[config.mk]
export PLATFORM = sky130hd
export DESIGN_NAME = stream_picker
export DESIGN_NICKNAME = d
export VERILOG_FILES = /design/src/rtl/sp_pkg.sv /design/src/rtl/sp_slot.sv /design/src/rtl/sp_rotor.sv /design/src/rtl/stream_picker.sv
export SDC_FILE = /design/constraint.sdc
export NUM_CORES = 2
export LEC_CHECK = 0
export BUFFER_PORTS_ARGS = -buffer_cell sky130_fd_sc_hd__buf_2
export CORE_MARGIN = 5
export CORE_UTILIZATION = 46
export DETAILED_ROUTE_END_ITERATION = 8
export PLACE_DENSITY = 0.73
export RECOVER_POWER = 100
export SLEW_MARGIN = 40
export SYNTH_ARGS = -nofsm -noshare
export SYNTH_HDL_FRONTEND = slang
export SYNTH_SLANG_ARGS = --single-unit
[constraint.sdc]
create_clock -name clk -period 6.8 [get_ports clk]
set_input_delay 0.34 -clock clk [delete_from_list [all_inputs] [get_ports clk]]
set_output_delay 0.34 -clock clk [all_outputs]
set_load 0.05 [all_outputs]
[src/rtl/sp_pkg.sv]
package sp_pkg;
   localparam int DEF_STREAMS = 128;
   localparam int DEF_LA_W    = 4;

   function automatic int idx_w(input int n);
      return (n > 1) ? $clog2(n) : 1;
   endfunction
endpackage

[src/rtl/sp_slot.sv]
module sp_slot #(
   parameter int LA_W = sp_pkg::DEF_LA_W
) (
   input  logic            clk,
   input  logic            rst,
   input  logic            valid,
   input  logic            ready,
   input  logic            iss_hit,
   input  logic [LA_W-1:0] iss_la,
   input  logic            cmp_hit,
   output logic            elig
);
   localparam int CW = LA_W + 1;
   localparam logic [CW-1:0] CNT_MAX = CW'(1) << LA_W;

   logic [CW-1:0]   cnt_q, cnt_d;
   logic [LA_W-1:0] bud_q, bud_d, bud_m1;
   logic            stalled, take, drop;

   assign stalled = (cnt_q != '0) && (bud_q == '0);
   assign take    = iss_hit && !stalled;
   assign drop    = cmp_hit && (cnt_q != '0);
   assign elig    = valid && ready && !stalled;
   assign bud_m1  = bud_q - 1'b1;

   always_comb begin
      cnt_d = cnt_q;
      bud_d = bud_q;
      if (take) begin
         if (cnt_q == '0)          bud_d = iss_la;
         else if (bud_m1 < iss_la) bud_d = bud_m1;
         else                      bud_d = iss_la;
      end
      if (take && !drop) begin
         cnt_d = cnt_q + 1'b1;
      end else if (!take && drop) begin
         cnt_d = cnt_q - 1'b1;
         if (cnt_q == CW'(1)) bud_d = '1;
      end
   end

   always_ff @(posedge clk) begin
      if (rst) begin
         cnt_q <= '0;
         bud_q <= '1;
      end else begin
         cnt_q <= cnt_d;
         bud_q <= bud_d;
      end
   end

   assert_no_overflow_R10: assert property (@(posedge clk) disable iff (rst)
      cnt_q <= CNT_MAX);
   assert_cmp_decrements_R6: assert property (@(posedge clk) disable iff (rst)
      (cmp_hit && !iss_hit && cnt_q != '0) |=> (cnt_q == $past(cnt_q) - 1'b1));
   assert_zero_cmp_ignored_R7: assert property (@(posedge clk) disable iff (rst)
      (cmp_hit && !iss_hit && cnt_q == '0) |=> (cnt_q == '0));
   assert_stalled_issue_ignored_R8: assert property (@(posedge clk) disable iff (rst)
      (iss_hit && !cmp_hit && stalled) |=> $stable(cnt_q));
endmodule

[src/rtl/sp_rotor.sv]
module sp_rotor #(
   parameter int N   = sp_pkg::DEF_STREAMS,
   parameter int IDW = sp_pkg::idx_w(N)
) (
   input  logic           clk,
   input  logic           rst,
   input  logic [N-1:0]   elig,
   output logic           gnt_vld,
   output logic [IDW-1:0] gnt_id
);
   logic [IDW-1:0] ptr_q;
   logic           hit_hi, hit_any;
   logic [IDW-1:0] idx_hi, idx_any;

   always_comb begin
      hit_hi  = 1'b0;
      hit_any = 1'b0;
      idx_hi  = '0;
      idx_any = '0;
      for (int i = N - 1; i >= 0; i--) begin
         if (elig[i]) begin
            hit_any = 1'b1;
            idx_any = IDW'(i);
            if (i >= int'(ptr_q)) begin
               hit_hi = 1'b1;
               idx_hi = IDW'(i);
            end
         end
      end
   end

   assign gnt_vld = hit_any;
   assign gnt_id  = hit_hi ? idx_hi : idx_any;

   always_ff @(posedge clk) begin
      if (rst)          ptr_q <= '0;
      else if (gnt_vld) ptr_q <= (gnt_id == IDW'(N - 1)) ? '0 : gnt_id + 1'b1;
   end

   assert_grant_eligible_R2: assert property (@(posedge clk) disable iff (rst)
      gnt_vld |-> elig[gnt_id]);
   assert_idle_holds_ptr_R2: assert property (@(posedge clk) disable iff (rst)
      !gnt_vld |=> (ptr_q == $past(ptr_q)));
   assert_ptr_follows_grant_R3: assert property (@(posedge clk) disable iff (rst)
      (gnt_vld && gnt_id != IDW'(N - 1)) |=> (ptr_q == $past(gnt_id) + 1'b1));
   assert_ptr_wraps_R3: assert property (@(posedge clk) disable iff (rst)
      (gnt_vld && gnt_id == IDW'(N - 1)) |=> (ptr_q == '0));
endmodule

[src/rtl/stream_picker.sv]
module stream_picker #(
   parameter int N_STREAMS = sp_pkg::DEF_STREAMS,
   parameter int LA_W      = sp_pkg::DEF_LA_W,
   localparam int IDW      = sp_pkg::idx_w(N_STREAMS)
) (
   input  logic                 clk,
   input  logic                 rst,
   input  logic [N_STREAMS-1:0] strm_valid,
   input  logic [N_STREAMS-1:0] strm_ready,
   input  logic                 iss_vld,
   input  logic [IDW-1:0]       iss_id,
   input  logic [LA_W-1:0]      iss_la,
   input  logic                 cmp_vld,
   input  logic [IDW-1:0]       cmp_id,
   output logic                 sel_vld,
   output logic [IDW-1:0]       sel_id
);
   if (N_STREAMS < 2) begin : g_bad_n
      $error("stream_picker: N_STREAMS must be at least 2");
   end
   if (LA_W < 1 || LA_W > 8) begin : g_bad_la
      $error("stream_picker: LA_W must lie in 1..8");
   end

   logic [N_STREAMS-1:0] elig;

   for (genvar g = 0; g < N_STREAMS; g++) begin : g_slot
      sp_slot #(.LA_W(LA_W)) u_slot (
         .clk     (clk),
         .rst     (rst),
         .valid   (strm_valid[g]),
         .ready   (strm_ready[g]),
         .iss_hit (iss_vld && (iss_id == IDW'(g))),
         .iss_la  (iss_la),
         .cmp_hit (cmp_vld && (cmp_id == IDW'(g))),
         .elig    (elig[g])
      );
   end

   sp_rotor #(.N(N_STREAMS), .IDW(IDW)) u_rotor (
      .clk     (clk),
      .rst     (rst),
      .elig    (elig),
      .gnt_vld (sel_vld),
      .gnt_id  (sel_id)
   );
endmodule

==> impl_metrics.json <==
{
  "synthesis.area_um2": 91930,
  "initial_core_util": 0.4614,
  "grt_pass1_wl_um": 454200,
  "antenna_found_initial": 42,
  "tightestPinTransition_ps": 2207,
  "cap_violations": 7,
  "core_um2": 199200,
  "rrSetupSlack_ps": 850,
  "dp_hpwl_um": 216000,
  "design_area_um2": 101600,
  "syn_inst": 11860,
  "syn_nets": 13430,
  "pwr-share-seq": 0.402,
  "status": "complete, but fails checks",
  "swShare": 0.2935,
  "cp_max_fo": 35,
  "dpl_cell_area_um2": 96550,
  "pre_cts_ws_ps": 1666,
  "maxSlewViolCount": 69,
  "final_common_cell": "nor2_1",
  "violations": "capacitance limit, slew limit",
  "syn2layout_area_growth_pct": 10.50,
  "tritoncts": "yes",
  "ys_async_sr_fraction": 0,
  "numPortBuffers": 285,
  "ys_ff_latch": 1159,
  "wl_um": 301300,
  "wl_per_cell_um": 20.24,
  "drive_gt1_frac": 0.06609,
  "firstDrtPassIters": 9,
  "slowest_delay_ps": 870,
  "rsz0062_at_grt": "no",
  "hp-class": "input pin to flop",
  "cts_made_buffers": 145,
  "clockPowerShare": 0.466,
  "end_kind": "output port",
  "die_h_um": 457.1,
  "clkLatencyLatePin_ps": 820,
  "final_cells": 14890,
  "crit_family": "simple AND/OR/NAND/NOR gates",
  "final_cell_mix": "nor2_1, ha_1, dfxtp_1, nand2_1, a21oi_1",
  "slowest_stage": "and2_0",
  "die-area_um2": 208900,
  "grt_remaining_overflow": 0,
  "ios": 286,
  "ys_seq_area_frac": 0.2524,
  "path_cells": "and2_0 -> a221oi_1 -> a2111oi_2 -> nand4_1 -> nor4b_2 -> nand4_4 -> nor3_2 -> o2111ai_1 -> nor2b_4 -> inv_2 -> clkbuf_1",
  "viasPerCell": 5.920,
  "relSlewSlack": -0.4716,
  "worstSetupPathType": "flop to output port",
  "die_width_um": 457.1,
  "min_period_ps": 6223,
  "final_nets": 13650,
  "rows": 164,
  "powerDensity_nw_per_um2": 170.6,
  "clockBufferDepth": 3,
  "comb_power_share": 0.132,
  "globalRouteTotalUtil": 0.2721,
  "avgSynthCellArea_um2": 7.749,
  "yosys_warnings": 0,
  "drcViolationCount": 0,
  "drtAntennaViolNets": 0,
  "power_mw": 17.33,
  "synth-edff-count": 0,
  "vias": 88150,
  "period_share": 0.9152,
  "fin_ws_ps": 576.8,
  "post_synth_num_cell_types": 109,
  "grt_pass1_vias": 78720,
  "switchingPower_mw": 5.085,
  "dp.cells": 14590,
  "clock_skew_ps": 35.74,
  "clk_pin_slew_ps": 60,
  "p_int_mw": 12.24,
  "crit_path_start_kind": "flop",
  "cts.repair.resized": 0,
  "crit_arrival_ps": 5880,
  "finalHoldViolCount": 0,
  "cts_max_level": 4,
  "holdWs_ps": 42.33,
  "ys.flop_type": "dfxtp_1",
  "cts-root-buf": "clkbuf_16",
  "leakage_nw": 45.29,
  "setup_viol": 0,
  "crit_buf_inv": 2,
  "vdd_drop_max_uv": 284.9,
  "drt_iter0_markers": 7883,
  "clock_sinks": 1159,
  "setup-tns-final_ps": 0,
  "required_ps": 6460,
  "fmax_mhz": 160.7,
  "post-route-util": 0.5099,
  "gp_routability_congestion": 1.047,
  "grt_max_degree": 148
}
## sequential cells by signal (all words and copies together), names as in the netlist
register / cells
g_slot.u_slot.cnt_q: 640
g_slot.u_slot.bud_q: 512
u_rotor.ptr_q: 7
## metal layers
| metal | share of wire | vias to the layer above | global-route usage |
|---|---|---|---|
| met4 | 0.072 | 18 | 0.1682 |
| met1 | 0.42 | 41170 | 0.3482 |
| met3 | 0.087 | 815 | 0.05627 |
| li1 | - | 42900 | - |
| met5 | 0.00035 | - | 0 |
| met2 | 0.42 | 3242 | 0.4192 |
## cell usage after synthesis (126+ instances only)
master,number,area share
nand2_1,1160,0.047
o211ai_1,268,0.022
o22ai_1,134,0.0091
nor2_1,1346,0.055
a31oi_1,196,0.013
nand4_1,294,0.020
a21oi_1,1016,0.055
or3_1,222,0.015
dfxtp_1,1159,0.25
clkbuf_1,264,0.011
inv_1,922,0.038
ha_1,1284,0.17
nand3_1,166,0.0090
o21ai_0,382,0.021
xor2_1,514,0.049
a211oi_1,197,0.016
mux2i_1,256,0.028
xnor2_1,257,0.024
nor3_1,397,0.022
nor4b_1,126,0.012
## final timing paths
path | from | endpoint | cells after the start
setup / recovery | u_rotor.ptr_q[6] | sel_id[3] | 11
hold / removal | iss_la[0] | g_slot[120].u_slot.bud_q[0] | 3
setup reg to reg | u_rotor.ptr_q[6] | u_rotor.ptr_q[3] | 14
hold reg to reg | g_slot[100].u_slot.bud_q[1] | g_slot[100].u_slot.bud_q[1] | 2
## power by group through the flow
| stage | sequential (mW) | clock [mW] | combinational [mW] |
|---|---|---|---|
| after floorplan | 7.00 | 0 | 1.37 |
| after global placement | 7.09 | 0 | 2.19 |
| after detailed placement | 7.10 | 0 | 2.20 |
| after CTS | 6.95 | 8.22 | 2.21 |
| after global routing | 6.97 | 8.47 | 2.39 |
| final | 6.96 | 8.08 | 2.29 |
## logic make-up after synthesis
logic type,share of synthesized area
AOI/OAI and AO/OA,0.1836
and+or+nand+nor,0.2341
buffers and inverters,0.05381
xor gates and xnor gates,0.07345
muxes,0.02787
DFF,0.2524
adders and majority gates,0.1748
## tightest hold or removal path, cell delays in order
cell	delay, ps
buf_8	180
a21oi_1	170
o211ai_1	80
## layout make-up
cell class | count | area (um^2)
Multi-Input combinational cell | 9406 | 64040
Antenna cell | 39 | 97.59
Clock buffer | 201 | 4184
Inverter | 987 | 3732
Fill cell | 19010 | 97660
Tap cell | 2656 | 3323
Timing Repair Buffer | 384 | 2283
Sequential cell | 1159 | 23210
Clock inverter | 58 | 714.4
## what timing repair did
action                                 CTS  global route
setup buffers                            0             0
endpoints found under the hold margin   54             0
hold buffers                             1             0
setup endpoints to repair                0             0
Note: power is estimated with default switching activity, not from simulation.
